<file path="config.mk">
export PLATFORM = sky130hd
export DESIGN_NAME = dbg_abort_tracker
export DESIGN_NICKNAME = d
export VERILOG_FILES = /design/src/rtl/dbg_abort_pkg.sv /design/src/rtl/dbg_abort_ctl.sv /design/src/rtl/dbg_abort_dp.sv /design/src/rtl/dbg_abort_tracker.sv
export SDC_FILE = /design/constraint.sdc
export NUM_CORES = 1
export LEC_CHECK = 0
export ABC_CLOCK_PERIOD_IN_PS = 1100
export CORE_ASPECT_RATIO = 0.7
export CORE_UTILIZATION = 38
export CTS_BUF_LIST = sky130_fd_sc_hd__clkbuf_4 sky130_fd_sc_hd__clkbuf_8
export DETAILED_ROUTE_END_ITERATION = 12
export PLACE_DENSITY = 0.94
export SETUP_SLACK_MARGIN = 0.4
export SYNTH_ARGS = -nofsm -noshare
export SYNTH_HDL_FRONTEND = slang
export SYNTH_SLANG_ARGS = --single-unit
export TNS_END_PERCENT = 30
</file>
<file path="constraint.sdc">
create_clock -name clk -period 1.1 [get_ports clk]
set_clock_uncertainty 0.2 [all_clocks]
set_input_delay 0.275 -clock clk [delete_from_list [all_inputs] [get_ports clk]]
set_output_delay 0.275 -clock clk [all_outputs]
set_load 0.05 [all_outputs]
</file>
<file path="src/rtl/dbg_abort_pkg.sv">
package dbg_abort_pkg;
  localparam int STATUS_W = 32;
  localparam int SYNC_STICKY_BIT = 6;
  localparam int ASYNC_STICKY_BIT = 7;
  localparam int STICKY_N = 2;

  // Strobes from control to datapath
  typedef struct packed {
    logic setSync;
    logic setAsync;
    logic clrSticky;
    logic loadFault;
    logic setPend;
    logic dropPend;
  } abort_ctl_t;
endpackage

</file>
<file path="src/rtl/dbg_abort_ctl.sv">
module dbg_abort_ctl
  import dbg_abort_pkg::*;
(
  input  logic       clk,
  input  logic       rstN,
  input  logic       inDebug,
  input  logic       syncAbort,
  input  logic       asyncAbort,
  input  logic       barrierDone,
  input  logic       abortMask,
  input  logic       stickyClear,
  input  logic       pendHeld,
  output abort_ctl_t ctl,
  output logic       abortTake
);
  logic barrierSeen;
  logic entryWindow;

  // Barrier phase: re-armed whenever the core is out of debug state
  always_ff @(posedge clk or negedge rstN) begin
    if (!rstN)              barrierSeen <= 1'b0;
    else if (!inDebug)      barrierSeen <= 1'b0;
    else if (barrierDone)   barrierSeen <= 1'b1;
  end

  assign entryWindow = inDebug & ~barrierSeen;
  assign abortTake   = pendHeld & ~inDebug & ~abortMask;

  always_comb begin
    ctl           = '0;
    ctl.setSync   = syncAbort & inDebug;
    ctl.setAsync  = asyncAbort & inDebug;
    ctl.clrSticky = stickyClear;
    ctl.loadFault = syncAbort;
    ctl.setPend   = asyncAbort & entryWindow;
    ctl.dropPend  = abortTake;
  end
endmodule

</file>
<file path="src/rtl/dbg_abort_dp.sv">
module dbg_abort_dp
  import dbg_abort_pkg::*;
#(
  parameter int FS_W   = 16,
  parameter int ADDR_W = 32
) (
  input  logic                clk,
  input  logic                rstN,
  input  abort_ctl_t          ctl,
  input  logic [FS_W-1:0]     faultStatusIn,
  input  logic [ADDR_W-1:0]   faultAddrIn,
  output logic [STATUS_W-1:0] statusWord,
  output logic [FS_W-1:0]     faultStatus,
  output logic [ADDR_W-1:0]   faultAddr,
  output logic                pendHeld
);
  logic [STICKY_N-1:0] stickySet;
  logic [STICKY_N-1:0] stickyQ;

  assign stickySet = {ctl.setAsync, ctl.setSync};

  // Sticky bits: a set in the same cycle overrides a clear
  for (genvar i = 0; i < STICKY_N; i++) begin : g_sticky
    always_ff @(posedge clk or negedge rstN) begin
      if (!rstN)              stickyQ[i] <= 1'b0;
      else if (stickySet[i])  stickyQ[i] <= 1'b1;
      else if (ctl.clrSticky) stickyQ[i] <= 1'b0;
    end
  end

  always_ff @(posedge clk or negedge rstN) begin
    if (!rstN) begin
      faultStatus <= '0;
      faultAddr   <= '0;
    end else if (ctl.loadFault) begin
      faultStatus <= faultStatusIn;
      faultAddr   <= faultAddrIn;
    end
  end

  always_ff @(posedge clk or negedge rstN) begin
    if (!rstN)             pendHeld <= 1'b0;
    else if (ctl.setPend)  pendHeld <= 1'b1;
    else if (ctl.dropPend) pendHeld <= 1'b0;
  end

  always_comb begin
    statusWord                   = '0;
    statusWord[SYNC_STICKY_BIT]  = stickyQ[0];
    statusWord[ASYNC_STICKY_BIT] = stickyQ[1];
  end
endmodule

</file>
<file path="src/rtl/dbg_abort_tracker.sv">
module dbg_abort_tracker
  import dbg_abort_pkg::*;
#(
  parameter int FS_W   = 16,
  parameter int ADDR_W = 32
) (
  input  logic              clk,
  input  logic              rstN,
  input  logic              inDebug,
  input  logic              syncAbort,
  input  logic              asyncAbort,
  input  logic              barrierDone,
  input  logic [FS_W-1:0]   faultStatusIn,
  input  logic [ADDR_W-1:0] faultAddrIn,
  input  logic              abortMask,
  input  logic              stickyClear,
  output logic [31:0]       statusWord,
  output logic [FS_W-1:0]   faultStatus,
  output logic [ADDR_W-1:0] faultAddr,
  output logic              abortPending,
  output logic              abortTake
);
  abort_ctl_t ctl;
  logic       pendHeld;

  dbg_abort_ctl u_ctl (
    .clk(clk), .rstN(rstN), .inDebug(inDebug), .syncAbort(syncAbort),
    .asyncAbort(asyncAbort), .barrierDone(barrierDone), .abortMask(abortMask),
    .stickyClear(stickyClear), .pendHeld(pendHeld), .ctl(ctl), .abortTake(abortTake)
  );

  dbg_abort_dp #(.FS_W(FS_W), .ADDR_W(ADDR_W)) u_dp (
    .clk(clk), .rstN(rstN), .ctl(ctl), .faultStatusIn(faultStatusIn),
    .faultAddrIn(faultAddrIn), .statusWord(statusWord), .faultStatus(faultStatus),
    .faultAddr(faultAddr), .pendHeld(pendHeld)
  );

  assign abortPending = pendHeld;
endmodule

</file>
==> flow_summary_export.csv <==
group,metric,value,unit
clock_tree,numClockSinks,52,
worst_setup_path,critical_path_class,"flop to primary output",
final_layout,layout.nets,323,
clock_tree,cts_tree,"done",
outcome,violations,"negative hold slack, negative setup slack",
clock_tree,cts_buffer_depth,2,
pwr,power_density,1430,nW/um2
clock_tree,root_buffer,"clkbuf_8",
clock_tree,cts_made_buffers,5,
timing,hold_viol,52,
worst_setup_path,crit_buf_inv,1,
final_layout,final_cell_mix,"55 x buf_12, 51 x clkdlybuf4s50_1, 39 x mux2_2, 31 x dfrtp_2, 30 x conb_1",
synthesis,yosysWarnings,0,
timing,hold_slack,-236,ps
synthesis,synth_cells,147,
synthesis,ys_types,12,
routing,detail_route.vias_per_cell,4.28,
grt,grt_use_total,0.172,
synthesis,seq_area_frac_synth,0.590,
floorplanning,die-area,6120,um2
worst_setup_path,cp-start-kind,"flop",
clock_tree,clkTransAtPathRegs,90,ps
synthesis,syn_area_per_cell,15.0,um2
floorplanning,die_h,65.7,um
timing,slew_violations,0,
grt,grt_overflow,0,
final_layout,syn_to_final_growth,81.6,%
worst_setup_path,worstPathMaxFanout,2,
worst_setup_path,path_depth,2,
pwr,power,5730,uW
grt,grt_max_degree,53,
routing,num_vias,1456,
timing,post-route-min-period,1530,ps
pwr,ir_drop,0.796,mV
worst_setup_path,crit_path_end_kind,"primary output",
routing,drt-total-wl,4820,um
worst_setup_path,arrival,1050,ps
job,drv_cap,0,
final_layout,layout_commonest_cell,"buf_12",
floorplanning,rows,22,
pwr,p_leak,0.00177,uW
final_layout,finalNonFillerCells,340,
clock_tree,htreeDepth,2,
timing,fmax,656,MHz
synthesis,ys_seq_elements,52,
floorplanning,die_x,93.1,um
timing,setup_violations,56,
timing,setup_ws,-425,ps
floorplanning,io_pins,138,
final_layout,final_util,0.739,
synthesis,synthesis.area,2210,um2
worst_setup_path,worstPathRequired,620,ps
worst_setup_path,cpPeakStageDelay,370,ps
final_layout,diodes,0,
clock_tree,insertion_delay,290,ps
routing,ant_nets,0,
outcome,status,"finished, violations left",
floorplanning,coreArea,5420,um2
timing,finalCritPeriodShare,1.39,
grt,grt_pass1_vias,1611,
grt,grt_first_pass_wirelength,7910,um
placement,globalplace.congestion,0.677,
min_path,hold_path_class,"input pin to async pin",
routing,drcViolationCount,0,
floorplanning,start_util,0.407,
routing,drt_iter0_markers,8,
routing,wire_per_inst,14.2,um
worst_setup_path,ff2ff_path_depth,3,
worst_setup_path,path_delay_family,"flip-flops",
worst_setup_path,slowest_stage,"dfrtp_2",
worst_setup_path,path_cells,"nor3b_4, buf_12",
placement,dp_cells,326,
placement,dpl.hpwl,3920,um
routing,first_pass_iters,3,
final_layout,drive_gt1_frac,0.575,
placement,pre_cts_ws,-560,ps
grt,antenna_found_initial,0,
placement,portBuffers,107,
timing,rsz0062_at_grt,"yes",
## worst register-to-register path, stage by stage (launching register included)
cell	delay [ps]
dfrtp_2	440
buf_6	120
buf_6	100
mux2_4	260
## routing by layer
metal,GRT usage,vias to the layer above,part of all wire
met3,0.0718,0,0.088
met5,0,-,0
met1,0.195,714,0.40
met2,0.307,69,0.51
li1,-,673,-
met4,0.0346,0,0
## per-stage QoR
step,setup TNS [ps],cell area (um2)
final,-13360,4010
after global routing,-15730,4010
after CTS,-14020,3970
after detailed placement,-11290,3850
after global placement,-9810,3850
after floorplan,-2410,2380
## state kept, by name (all words and copies together), names as in the netlist
name,flops
u_ctl.barrierSeen,1
u_dp.faultAddr,32
u_dp.faultStatus,16
u_dp.pendHeld,1
u_dp.statusWord,2
## power by group
part / leakage (uW) / internal (uW) / switching [uW] / total (uW)
registers: 0.000579 / 2120 / 205 / 2330
clock network: 0.0000510 / 503 / 573 / 1080
logic: 0.00114 / 1140 / 1180 / 2320
## area by class of cell
type                            instances  area (um2)
Timing Repair Buffer                  119        1730
Sequential cell                        52        1340
Clock inverter                          2        10.0
Fill cell                             336        1420
Multi-Input combinational cell         87         747
Tap cell                               72        90.1
Inverter                                2        7.51
Clock buffer                            6        82.6
## cells in the mapped netlist, drive strengths merged
master,instances,area (um2)
buf,35,270
conb,1,3.75
dfrtp,52,1300
inv,2,7.51
mux2,48,574
nand2,3,11.3
nand3b,1,7.51
nor3b,1,7.51
o21a,1,7.51
o21ai,3,15.0
## worst paths after layout
| path | from | end | slack [ps] |
|---|---|---|---|
| min in group clk | syncAbort | u_dp.statusWord[6]$_DFFE_PN0P_ | 210 |
| min | rstN | u_dp.faultAddr[18]$_DFFE_PN0P_ | -240 |
| max | u_dp.pendHeld$_DFFE_PN0P_ | abortTake | -430 |
| min reg2reg | u_ctl.barrierSeen$_DFFE_PN0P_ | u_ctl.barrierSeen$_DFFE_PN0P_ | 320 |
| max in group asynchronous | rstN | u_dp.faultAddr[28]$_DFFE_PN0P_ | 690 |
| max reg2reg | u_dp.faultAddr[16]$_DFFE_PN0P_ | u_dp.faultAddr[16]$_DFFE_PN0P_ | -130 |
## repair_timing
item	CTS	global route
setup endpoints to repair	104	104
pin swaps	5	4
setup buffers	2	4
gates resized for setup	8	2
endpoints found under the hold margin	52	52
## logic make-up (layout without fill, tap and decap cells)
group,count (synthesis),after routing,synth area share
and+or+nand+nor,5,5,0.0119
muxes,48,48,0.260
AOI/OAI and AO/OA,4,4,0.0102
buffers and inverters,37,129,0.126
other,1,30,0.00170
DFF,52,52,0.590
Note: power is estimated with default switching activity, not from simulation.
